File: src/rtl/spi_mf_pkg.sv
// Package: shared configuration record for the mode fault detector.
// Assumes all fields are static register bits in the clock domain.
package spi_mf_pkg;

    typedef struct packed {
        logic en;      // port enable
        logic msel;    // 1 = master role
        logic mfen;    // master fault detection enable
        logic errie;   // error interrupt enable
        logic cpol;    // serial clock idle level
        logic cpha;    // clock phase
    } spi_mf_cfg_t;

endpackage

File: src/rtl/spi_mf_sync.sv
// Multi-flop synchronizer for one asynchronous pin.
// Assumes STAGES >= 2; RST_VAL is the pin's inactive level.
module spi_mf_sync #(
    parameter int   STAGES  = 2,
    parameter logic RST_VAL = 1'b0
) (
    input  logic clk,
    input  logic rst_n,
    input  logic d_i,
    output logic q_o
);
    logic [STAGES-1:0] chain_q;

    // Shift the pin value through the synchronizing chain.
    always_ff @(posedge clk) begin
        if (!rst_n) chain_q <= {STAGES{RST_VAL}};
        else        chain_q <= {chain_q[STAGES-2:0], d_i};
    end

    assign q_o = chain_q[STAGES-1];
endmodule

File: src/rtl/spi_mf_slvtrack.sv
// Slave transfer tracker: decides whether a transfer is in progress and
// reports a slave fault when select rises during one.
// Assumes synchronized pins. Phase 0 starts a transfer on the select fall;
// phase 1 starts it on the first edge away from idle. Both end on the return
// to idle after XFER_BITS edges away from idle.
module spi_mf_slvtrack
    import spi_mf_pkg::*;
#(
    parameter int XFER_BITS = 8,
    localparam int CNT_W    = $clog2(XFER_BITS + 1)
) (
    input  logic        clk,
    input  logic        rst_n,
    input  spi_mf_cfg_t cfg,
    input  logic        ss_s,
    input  logic        sck_s,
    output logic        slv_fault_o,
    output logic        lead_o,
    output logic        trail_o,
    output logic        miso_oe_o
);
    logic             ss_d, sck_d;
    logic             busy_q;
    logic [CNT_W-1:0] cnt_q;
    logic             slave_on, sel, ss_fall, ss_rise, lead, trail;

    assign slave_on = cfg.en & ~cfg.msel;
    assign sel      = slave_on & ~ss_s;
    assign ss_fall  = ss_d & ~ss_s;
    assign ss_rise  = ~ss_d & ss_s;
    assign lead     = sel & (sck_d == cfg.cpol) & (sck_s != cfg.cpol);
    assign trail    = sel & (sck_d != cfg.cpol) & (sck_s == cfg.cpol);

    // Remember the previous synchronized pin levels for edge detection.
    always_ff @(posedge clk) begin
        if (!rst_n) begin
            ss_d  <= 1'b1;
            sck_d <= 1'b0;
        end else begin
            ss_d  <= ss_s;
            sck_d <= sck_s;
        end
    end

    // Track transfer start, edge count and end.
    always_ff @(posedge clk) begin
        if (!rst_n || !slave_on || ss_s) begin
            busy_q <= 1'b0;
            cnt_q  <= '0;
        end else if (!busy_q) begin
            if (!cfg.cpha && ss_fall) begin
                busy_q <= 1'b1;
                cnt_q  <= '0;
            end else if (lead) begin
                busy_q <= 1'b1;
                cnt_q  <= CNT_W'(1);
            end
        end else begin
            if (lead && cnt_q != CNT_W'(XFER_BITS))
                cnt_q <= cnt_q + CNT_W'(1);
            if (trail && cnt_q == CNT_W'(XFER_BITS)) begin
                busy_q <= 1'b0;
                cnt_q  <= '0;
            end
        end
    end

    assign slv_fault_o = slave_on & ss_rise & busy_q;
    assign lead_o      = lead;
    assign trail_o     = trail;
    assign miso_oe_o   = sel;
endmodule

File: src/rtl/spi_mf_flag.sv
// Sticky fault flag with a two-step clear: a status read that sees the flag
// set arms the clear, and a later control write completes it.
// Assumes one-cycle strobes. Any fault sets the flag and disarms the clear.
module spi_mf_flag (
    input  logic clk,
    input  logic rst_n,
    input  logic fault_i,
    input  logic stat_rd_i,
    input  logic ctl_wr_i,
    output logic flag_o
);
    logic flag_q, armed_q;

    // Set on fault, arm on read, clear on armed write.
    always_ff @(posedge clk) begin
        if (!rst_n) begin
            flag_q  <= 1'b0;
            armed_q <= 1'b0;
        end else if (fault_i) begin
            flag_q  <= 1'b1;
            armed_q <= 1'b0;
        end else begin
            if (stat_rd_i && flag_q) armed_q <= 1'b1;
            if (ctl_wr_i && armed_q) begin
                flag_q  <= 1'b0;
                armed_q <= 1'b0;
            end
        end
    end

    assign flag_o = flag_q;
endmodule

File: src/rtl/spi_mf_unit.sv
// Mode fault detection unit for an SPI port. It synchronizes the pins,
// detects master and slave mode faults, holds the sticky flag and drives
// the disable, transmit-empty and counter-reset pulses of a master fault.
// Assumes configuration bits are quasi-static and strobes last one cycle.
module spi_mf_unit
    import spi_mf_pkg::*;
#(
    parameter int SYNC_STAGES = 2,
    parameter int XFER_BITS   = 8
) (
    input  logic clk,
    input  logic rst_n,
    input  logic ss_pin_i,
    input  logic sck_pin_i,
    input  logic cfg_en_i,
    input  logic cfg_msel_i,
    input  logic cfg_mfen_i,
    input  logic cfg_errie_i,
    input  logic cfg_cpol_i,
    input  logic cfg_cpha_i,
    input  logic stat_rd_i,
    input  logic ctl_wr_i,
    output logic fault_flag_o,
    output logic err_irq_o,
    output logic en_clr_o,
    output logic txe_set_o,
    output logic cnt_rst_o,
    output logic pins_gpio_o,
    output logic miso_oe_o,
    output logic slv_lead_o,
    output logic slv_trail_o
);
    spi_mf_cfg_t cfg;
    logic ss_s, sck_s;
    logic mst_cond, mst_cond_d, slv_fault, fault_c;
    logic mst_pulse_q;

    assign cfg = '{en: cfg_en_i, msel: cfg_msel_i, mfen: cfg_mfen_i,
                   errie: cfg_errie_i, cpol: cfg_cpol_i, cpha: cfg_cpha_i};

    spi_mf_sync #(.STAGES(SYNC_STAGES), .RST_VAL(1'b1)) u_ss_sync (
        .clk(clk), .rst_n(rst_n), .d_i(ss_pin_i), .q_o(ss_s));

    spi_mf_sync #(.STAGES(SYNC_STAGES), .RST_VAL(1'b0)) u_sck_sync (
        .clk(clk), .rst_n(rst_n), .d_i(sck_pin_i), .q_o(sck_s));

    spi_mf_slvtrack #(.XFER_BITS(XFER_BITS)) u_track (
        .clk(clk), .rst_n(rst_n), .cfg(cfg), .ss_s(ss_s), .sck_s(sck_s),
        .slv_fault_o(slv_fault), .lead_o(slv_lead_o),
        .trail_o(slv_trail_o), .miso_oe_o(miso_oe_o));

    assign mst_cond = cfg.en & cfg.msel & cfg.mfen & ~ss_s;
    assign fault_c  = mst_cond | slv_fault;

    spi_mf_flag u_flag (
        .clk(clk), .rst_n(rst_n), .fault_i(fault_c),
        .stat_rd_i(stat_rd_i), .ctl_wr_i(ctl_wr_i), .flag_o(fault_flag_o));

    // Emit one action pulse at the onset of a master fault.
    always_ff @(posedge clk) begin
        if (!rst_n) begin
            mst_cond_d  <= 1'b0;
            mst_pulse_q <= 1'b0;
        end else begin
            mst_cond_d  <= mst_cond;
            mst_pulse_q <= mst_cond & ~mst_cond_d;
        end
    end

    assign en_clr_o    = mst_pulse_q;
    assign txe_set_o   = mst_pulse_q;
    assign cnt_rst_o   = mst_pulse_q;
    assign pins_gpio_o = ~cfg.en;
    assign err_irq_o   = fault_flag_o & cfg.errie;
endmodule

File: config.mk
export PLATFORM = sky130hd
export DESIGN_NAME = spi_mf_unit
export DESIGN_NICKNAME = d
export VERILOG_FILES = /design/src/rtl/spi_mf_pkg.sv /design/src/rtl/spi_mf_sync.sv /design/src/rtl/spi_mf_slvtrack.sv /design/src/rtl/spi_mf_flag.sv /design/src/rtl/spi_mf_unit.sv
export SDC_FILE = /design/constraint.sdc
export NUM_CORES = 1
export LEC_CHECK = 0
export ABC_AREA = 1
export ABC_CLOCK_PERIOD_IN_PS = 1700
export CELL_PAD_IN_SITES_DETAIL_PLACEMENT = 1
export CELL_PAD_IN_SITES_GLOBAL_PLACEMENT = 2
export CORE_UTILIZATION = 31
export CTS_CLUSTER_DIAMETER = 200
export DETAILED_ROUTE_END_ITERATION = 8
export DONT_BUFFER_PORTS = 1
export GPL_TIMING_DRIVEN = 0
export PLACE_DENSITY_LB_ADDON = 0.1
export SYNTH_ARGS = -nofsm -noshare
export SYNTH_HDL_FRONTEND = slang
export SYNTH_SLANG_ARGS = --single-unit
export TNS_END_PERCENT = 50
File: constraint.sdc
create_clock -name clk -period 1.7 [get_ports clk]
set_clock_uncertainty 0.15 [all_clocks]
set_input_delay 0 -clock clk [delete_from_list [all_inputs] [get_ports clk]]
set_output_delay 0 -clock clk [all_outputs]
set_load 0.02 [all_outputs]
* Word level (Yosys, flattened, before mapping)
Cells that the tools add are included.
W data, S select, Z words.
** Word-level totals
- Flip-flop bits (word level) :: 15
- Bits in latches :: 0
- Bits in writable memories :: 0
- Bits in read-only memories :: 0
- Bits of input ports :: 12
- Output and inout port bits :: 9
- Word-level logic and storage cells :: 65
- Memories kept :: 0
** Operators by class
- Add/sub/neg operators :: 1
- Multipliers :: 0
- Divide/modulo/power cells :: 0
- Order comparisons :: 0
- Equal/unequal tests :: 7
- Shift-type cells :: 0
- Mux-type cells :: 11
- Bitwise gates (word level) :: 22
- Reduce and logical (&&, ||, !) cells :: 14
** Operator list (number)
- $mux W4 :: 5
- $and A1 B1 Y1 :: 15
- $mux W1 :: 6
- $not A1 Y1 :: 6
- $logic_and A1 B1 Y1 :: 5
- $add A4 B1 Y4 const B :: 1
- $eq A4 B4 Y1 const B :: 1
- $ne A4 B4 Y1 const B :: 1
- $logic_not A1 Y1 :: 3
- $ne A3 B3 Y1 const B :: 1
- $reduce_bool A3 Y1 :: 1
- $reduce_or A3 Y1 :: 1
- $eq A1 B1 Y1 :: 2
- $logic_or A1 B1 Y1 :: 2
- $ne A1 B1 Y1 :: 2
- $reduce_and A2 Y1 :: 1
- $reduce_bool A2 Y1 :: 1
- $or A1 B1 Y1 :: 1

* Logic depth before layout (Yosys ltp)
Gate-level depths: netlist of run 1.
- Depth after elaboration :: 9
- Gate-level depth with buffers :: 11

* By module
A second synthesis of run 1 with hierarchy kept.
** Unflattened totals
- Cells, all modules :: 114
- Area, all modules :: 819.5 um2
** By module, submodules not included
- spi_mf_slvtrack :: instances 1, cells an instance 75, area each 511.7 um2, seq. area each 140.1 um2
- spi_mf_unit :: instances 1, cells an instance 17, area each 120.1 um2, seq. area each 40.0 um2
- spi_mf_sync :: instances 2, cells an instance 6, area each 55.1 um2, seq. area each 40.0 um2
- spi_mf_flag :: instances 1, cells an instance 10, area each 77.6 um2, seq. area each 40.0 um2

* Least setup slack after synthesis of run 1
No wires, ideal clock.
- Path kind :: reg2reg
- From :: register u_track.cnt_q[0]
- To :: register u_track.cnt_q[3]
- Arrival time :: 1.223 ns
- Required time :: 1.480 ns
- Slack :: 0.257 ns
- Stages on the path, launching flop included :: 10
- Path buffers :: 0
- Period minus slack after synthesis :: 1.443 ns
- Cells stage by stage :: dfxtp_1 > inv_1 > ha_1 > nand2_1 > nor2_1 > inv_1 > nand4_1 > nor2_1 > nand3_1 > a21oi_1
** Between the ends
- Word-level cells in the longest chain between the ends :: 4
** Ends and longest elaborated chain
- from (decl) :: RTL line spi_mf_slvtrack.sv:24 : logic [CNT_W-1:0] cnt_q;
- from (signal assigned) :: RTL line spi_mf_slvtrack.sv:60 : cnt_q <= cnt_q + CNT_W'(1);
- $add A4 B1 Y4 (tied with other cells) :: RTL line spi_mf_slvtrack.sv:60
- $mux W4 (tied with other cells) :: RTL line spi_mf_slvtrack.sv:59 : if (lead && cnt_q != CNT_W'(XFER_BITS))
- $mux W4 / $ne A3 B3 Y1 (equally long branches)
- $mux W4 / $reduce_and A2 Y1 (equally long branches)
Several ways; a longest one is shown, not always the timed one. The select of a mux whose other input is x is not followed.
A chain may end at the register's enable or synchronous reset.

* Worst setup path after layout of run 1
- From :: register u_track.cnt_q[1]
- To :: register u_track.cnt_q[0]
** Between the ends
- Word-level cells in the longest chain between the ends :: 4
** Ends and longest elaborated chain (RTL line)
- $eq A4 B4 Y1 / $ne A4 B4 Y1 (equally long branches) :: spi_mf_slvtrack.sv:61, spi_mf_slvtrack.sv:59
- $logic_and A1 B1 Y1, on equally long branches :: spi_mf_slvtrack.sv:61, spi_mf_slvtrack.sv:59
- $ne A3 B3 Y1 (no source line) / $mux W4 (equally long branches)
- $reduce_and A2 Y1 (no source line) / $mux W4 (equally long branches)
Several ways; a longest one is shown, not always the timed one.

==> results of run 1 <==
## per-layer routing
layer,vias to the layer above,routed length (um)
met3,2,88
li1,355,-
met2,19,764
met1,289,789
met4,0,16
met5,-,0
## synthesized netlist by cell type
cell type,n
a21oi_1,5
buf_4,2
dfxtp_1,15
ha_1,2
inv_1,21
nand2_1,21
nand2_2,2
nand3_1,8
nand3_2,1
nand3b_1,1
nand4_1,2
nor2_1,9
nor3_1,2
nor4_1,1
o21ai_0,2
o31ai_1,1
or2_2,2
xnor2_1,2
xor2_1,2
## state kept, by name (all words and copies together), names as in the netlist
name	flops
u_track.busy_q	1
u_ss_sync.chain_q	2
u_track.sck_d	1
u_track.cnt_q	4
u_flag.armed_q	1
mst_cond_d	1
cnt_rst_o	1
u_sck_sync.chain_q	2
u_track.ss_d	1
u_flag.flag_o	1
## logic make-up (layout without fill, tap and decap cells)
family	Yosys count	count (layout)	synth area share
AO/OA/AOI/OAI	8	8	0.0590
XOR/XNOR	4	4	0.0486
adder cells (fa/ha/maj)	2	2	0.0347
buffers and inverters	23	44	0.130
flip-flops	15	15	0.417
AND/OR/NAND/NOR	49	49	0.311
## area by class of cell
type	instances	area, um2	share of cell area
buffer	2	15.0	0.0157
clock buffer	4	26.3	0.0275
inverter	21	78.8	0.0825
multi-input combinational	63	337	0.352
sequential	15	304	0.318
tap	28	35.0	0.0366
timing repair buffer	17	160	0.168
## power breakdown
group	leakage, nW	switching [mW]	total [mW]	internal, mW
clock network	0.0150	0.116	0.207	0.0911
registers	0.124	0.00424	0.362	0.358
logic	0.297	0.0287	0.0566	0.0279
total	0.435	0.149	0.625	0.477
## worst min path at each step
stage	startpoint	to	depth (start not counted)
3_3_place_gp	cfg_en_i	pins_gpio_o	1
4_1_cts	cfg_en_i	u_track.busy_q$_SDFF_PP0_	5
3_5_place_dp	cfg_en_i	pins_gpio_o	1
6_report	cfg_en_i	u_track.busy_q$_SDFF_PP0_	4
5_1_grt	cfg_en_i	u_track.busy_q$_SDFF_PP0_	4
2_1_floorplan	cfg_en_i	pins_gpio_o	1
## worst reg2reg max path: stages (launching register included)
cell and delay [ns]:
dfxtp_1 0.39, inv_1 0.06, ha_1 0.19, nand2_1 0.08, nor2_2 0.05, inv_1 0.06, nand4_1 0.20, buf_4 0.21
nand3_1 0.07, a21oi_1 0.06
## timing repair
item	CTS	global route
setup buffers	0	4
hold buffers	14	0
pin swaps	0	2
setup endpoints to repair	1	6
endpoints found under the hold margin	17	0
gates resized for setup	1	6
## stage by stage
stage               setup WS, ns  area, um2  TNS [ns]  power (mW)  hold WS [ns]
finish                    0.0847        956         0       0.625        0.0586
CTS                      0.00393        925         0       0.638        0.0723
floorplan                  0.257        721         0       0.396       -0.0734
global placement          0.0334        756         0       0.401       -0.0698
detailed placement        0.0194        756         0       0.402       -0.0710
global route             -0.0432        956    -0.127       0.664        0.0905
==> impl_metrics.toml, run 1 <==
[run_status]
outcome = "finished clean"

[worst_setup_path]
arrival_ns = 1.65
startpoint = "u_track.cnt_q[1]$_SDFFE_PP0P_"
endpoint = "u_track.cnt_q[0]$_SDFFE_PP0P_"
cpLargestDelayFamily = "simple AND/OR/NAND/NOR gates"
worstSetupPathType = "flip-flop to flip-flop"
max_stage_delay_ns = 0.39
worstPathMaxFanout = 4
cp.depth = 9
slowest_stage = "dfxtp_1"
r2r-end = "u_track.cnt_q[0]$_SDFFE_PP0P_"
path_cells = "inv_1 -> ha_1 -> nand2_1 -> nor2_2 -> inv_1 -> nand4_1 -> buf_4 -> nand3_1 -> a21oi_1"
path_common_cell = "inv_1"
reg2reg_depth = 9
startpoint_type = "flip-flop"
reg2reg_slack_ns = 0.08
end_kind = "flip-flop"
critPathBufInv = 3
crit_required_ns = 1.73
r2r_start = "u_track.cnt_q[1]$_SDFFE_PP0P_"

[sta]
relSlewSlack = 0.585
maxSlewViolCount = 0
period_share = 0.950
hold_viol = 0
worst_pin_slew_ns = 0.618
fin_crit_ns = 1.62
final-setup-viol-count = 0
rsz0062_at_grt = "true"
fmax_ghz = 0.619

[final_layout]
area_growth_pct = 32.6
n_antenna_cell = 0
drive_gt1_frac = 0.172
nNetsFinal = 137
finish.utilization = 0.436
layout.cells.non_filler = 150
layout_common_cells = "20 x inv_1, 20 x nand2_1, 13 x dlygate4sd3_1"
fillers = 279

[detailed_routing]
num_vias = 665
dr.pass1.iters = 4
ant_nets = 0
wl_mm = 1.66
drt-vias-per-instance = 4.43
drt_drc_violations_left = 0
wire_per_inst_um = 11.1
drt_iter0_drc = 7

[synth]
syn_nets = 115
yosys_warnings = 0
synth_top_area_share = 0.417
ys_types = 19
synth_area_leader_cell = "dfxtp_1"
synth_cells = 101
syn_area_per_cell_um2 = 7.14
syn_area_um2 = 721
synth_seq_cells = 15
synthTopCellsByArea = "dfxtp_1 42%, inv_1 11%, nand2_1 11%"
ys_seq_area_frac = 0.417

[placed_design]
place_inst = 129
dpl.hpwl_mm = 1.17
gp_congestion = 0.728
io_buffers = 0

[floorplan]
core_um2 = 2190
start_util = 0.329
die_x_um = 50.2
num_rows = 17
die_height_um = 50.2
ios = 21
die_area_um2 = 2520

[clocking]
htreeDepth = 1
cts_tree = "built"
cts.sinks = 15
clock_path_buffers = 2
cts_root_buf = "clkbuf_4"
cts.clk_slew.worst_paths_ns = 0.09
numCtsBuffers = 3
clk_latency_ns = 0.28

[grt]
grt_pass1_vias = 616
antenna_found_initial = 0
grt_use_total = 0.145
gr-total-overflow = 0
use_met2 = 0.242
gr-usage-met3 = 0.0545
met1_usage = 0.170
grt_pass1_wl_mm = 2.68
grt_max_degree = 9
top_usage_layer = "met2"

[pwr]
p_per_area_nw_per_um2 = 654
p_leak_nw = 0.435
peakVddDrop_mv = 0.598

[min_path]
hold_class = "input pin to flip-flop"

[flow_run]
drv_cap = 0
No activity file was read; power rests on OpenSTA's default activity.
==> inputs of run 2 (changes only) <==
Settings changed: HOLD_SLACK_MARGIN set to 0.08.
==> run 2 against run 1 <==
Net effect:
- via count is 0.75% lower
- first-iteration DRC count stayed put
- die area stayed put
- sequential cell count stayed put
- largest cell class unchanged
- highest routed layer unchanged
==> impl_metrics.toml, run 2 (synthesized netlist as in run 1, its figures left out) <==
[run_status]
outcome = "finished clean"

[sta]
hold_viol = 0
rsz0062_at_grt = "true"
fin_crit_ns = 1.62
worst_pin_slew_ns = 0.618
fmax_ghz = 0.619
period_share = 0.950
relSlewSlack = 0.585
maxSlewViolCount = 0
final-setup-viol-count = 0
fin_ws_ns = 0.0847
tns_ns = 0

[grt]
top_usage_layer = "met2"
grt_use_total = 0.144
grt_pass1_vias = 614
grt_max_degree = 9
use_met2 = 0.242
grt_pass1_wl_mm = 2.67
antenna_found_initial = 0
gr-usage-met3 = 0.0545
met1_usage = 0.168
gr-total-overflow = 0

[placed_design]
place_inst = 129
dpl.hpwl_mm = 1.17
gp_congestion = 0.728
place_ws_ns = 0.0194
io_buffers = 0

[final_layout]
regMostFlops = "u_track.cnt_q"
area_growth_pct = 32.6
finish.utilization = 0.436
n_antenna_cell = 0
layout.cells.non_filler = 150
fillers = 279
drive_gt1_frac = 0.172
layout_common_cells = "20 x inv_1, 20 x nand2_1, 13 x dlygate4sd3_1"
reg_top3 = "u_track.cnt_q: 4 flops, u_sck_sync.chain_q: 2 flops, u_ss_sync.chain_q: 2 flops"
nNetsFinal = 137
largest_register_ffs = 4

[floorplan]
start_util = 0.329
num_rows = 17
die_height_um = 50.2
die_area_um2 = 2520
core_um2 = 2190
ios = 21
die_x_um = 50.2

[worst_setup_path]
worstPathMaxFanout = 4
crit_required_ns = 1.73
worstSetupPathType = "flip-flop to flip-flop"
arrival_ns = 1.65
end_kind = "flip-flop"
startpoint_type = "flip-flop"
cpLargestDelayFamily = "simple AND/OR/NAND/NOR gates"
max_stage_delay_ns = 0.39
critPathBufInv = 3
path_common_cell = "inv_1"
slowest_stage = "dfxtp_1"
path_cells = "inv_1 -> ha_1 -> nand2_1 -> nor2_2 -> inv_1 -> nand4_1 -> buf_4 -> nand3_1 -> a21oi_1"

[detailed_routing]
num_vias = 660
ant_nets = 0
wl_mm = 1.65
drt_iter0_drc = 7
drt_drc_violations_left = 0
drt-vias-per-instance = 4.40
wire_per_inst_um = 11.0
dr.pass1.iters = 4

[pwr]
p_switching_uw = 149
clockPowerShare = 0.330
p_leak_nw = 0.435
p_int_uw = 477
p_total_uw = 626
p_sw_frac = 0.238
combPwrFrac = 0.091
sequentialPowerShare = 0.579
p_per_area_nw_per_um2 = 654
peakVddDrop_mv = 0.599

[clocking]
cts.clk_slew.worst_paths_ns = 0.09
clk_latency_ns = 0.28
cts_tree = "built"
htreeDepth = 1
cts_root_buf = "clkbuf_4"
cts.sinks = 15
clock_path_buffers = 2
numCtsBuffers = 3

[min_path]
hold_class = "input pin to flip-flop"

[flow_run]
drv_cap = 0
[run 2: worst register-to-register path: stages, from the launching register on]
cell and delay (ns):
dfxtp_1 0.39, inv_1 0.06, ha_1 0.19, nand2_1 0.08, nor2_2 0.05, inv_1 0.06, nand4_1 0.20, buf_4 0.21
nand3_1 0.07, a21oi_1 0.06
[run 2: metrics by stage]
step                instance area, um2  hold slack (ns)
CTS                                925            0.190
detailed placement                 756          -0.0710
global route                       956            0.195
finish                             956            0.201
floorplan                          721          -0.0734
global placement                   756          -0.0698
[run 2: metal layers]
metal	wire, um	vias to the layer above
met2	764	19
met4	16	0
met1	784	286
met3	88	2
met5	0	-
li1	-	353
[run 2: what timing repair did]
item,CTS,global route
pin swaps,0,2
endpoints found under the setup margin,1,6
hold buffers,14,0
hold endpoints to repair,17,0
resized for setup,1,6
buffers inserted,0,4
[run 2: worst paths after layout]
path | startpoint | endpoint | slack, ns | depth (start not counted)
setup / recovery | u_track.cnt_q[1]$_SDFFE_PP0P_ | u_track.cnt_q[0]$_SDFFE_PP0P_ | 0.08 | 9
hold reg to reg | u_ss_sync.chain_q[0]$_SDFF_PN1_ | u_ss_sync.chain_q[1]$_SDFF_PN1_ | 0.27 | 1
setup reg to reg | u_track.cnt_q[1]$_SDFFE_PP0P_ | u_track.cnt_q[0]$_SDFFE_PP0P_ | 0.08 | 9
hold / removal | ss_pin_i | u_ss_sync.chain_q[0]$_SDFF_PN1_ | 0.20 | 2
[run 2: area by class of cell]
type | count | area [um2] | area share
Sequential cell | 15 | 304 | 0.318
Buffer | 2 | 15.0 | 0.0157
Timing Repair Buffer | 17 | 160 | 0.168
Inverter | 21 | 78.8 | 0.0825
Clock buffer | 4 | 26.3 | 0.0275
Multi-Input combinational cell | 63 | 337 | 0.352
Tap cell | 28 | 35.0 | 0.0366
[run 2: power by group through the flow]
stage / Clock, mW / Combinational (mW) / Sequential, mW
2_1_floorplan: 0 / 0.0270 / 0.369
3_3_place_gp: 0 / 0.0313 / 0.370
3_5_place_dp: 0 / 0.0316 / 0.370
4_1_cts: 0.220 / 0.0562 / 0.362
5_1_grt: 0.238 / 0.0633 / 0.363
6_report: 0.207 / 0.0568 / 0.362
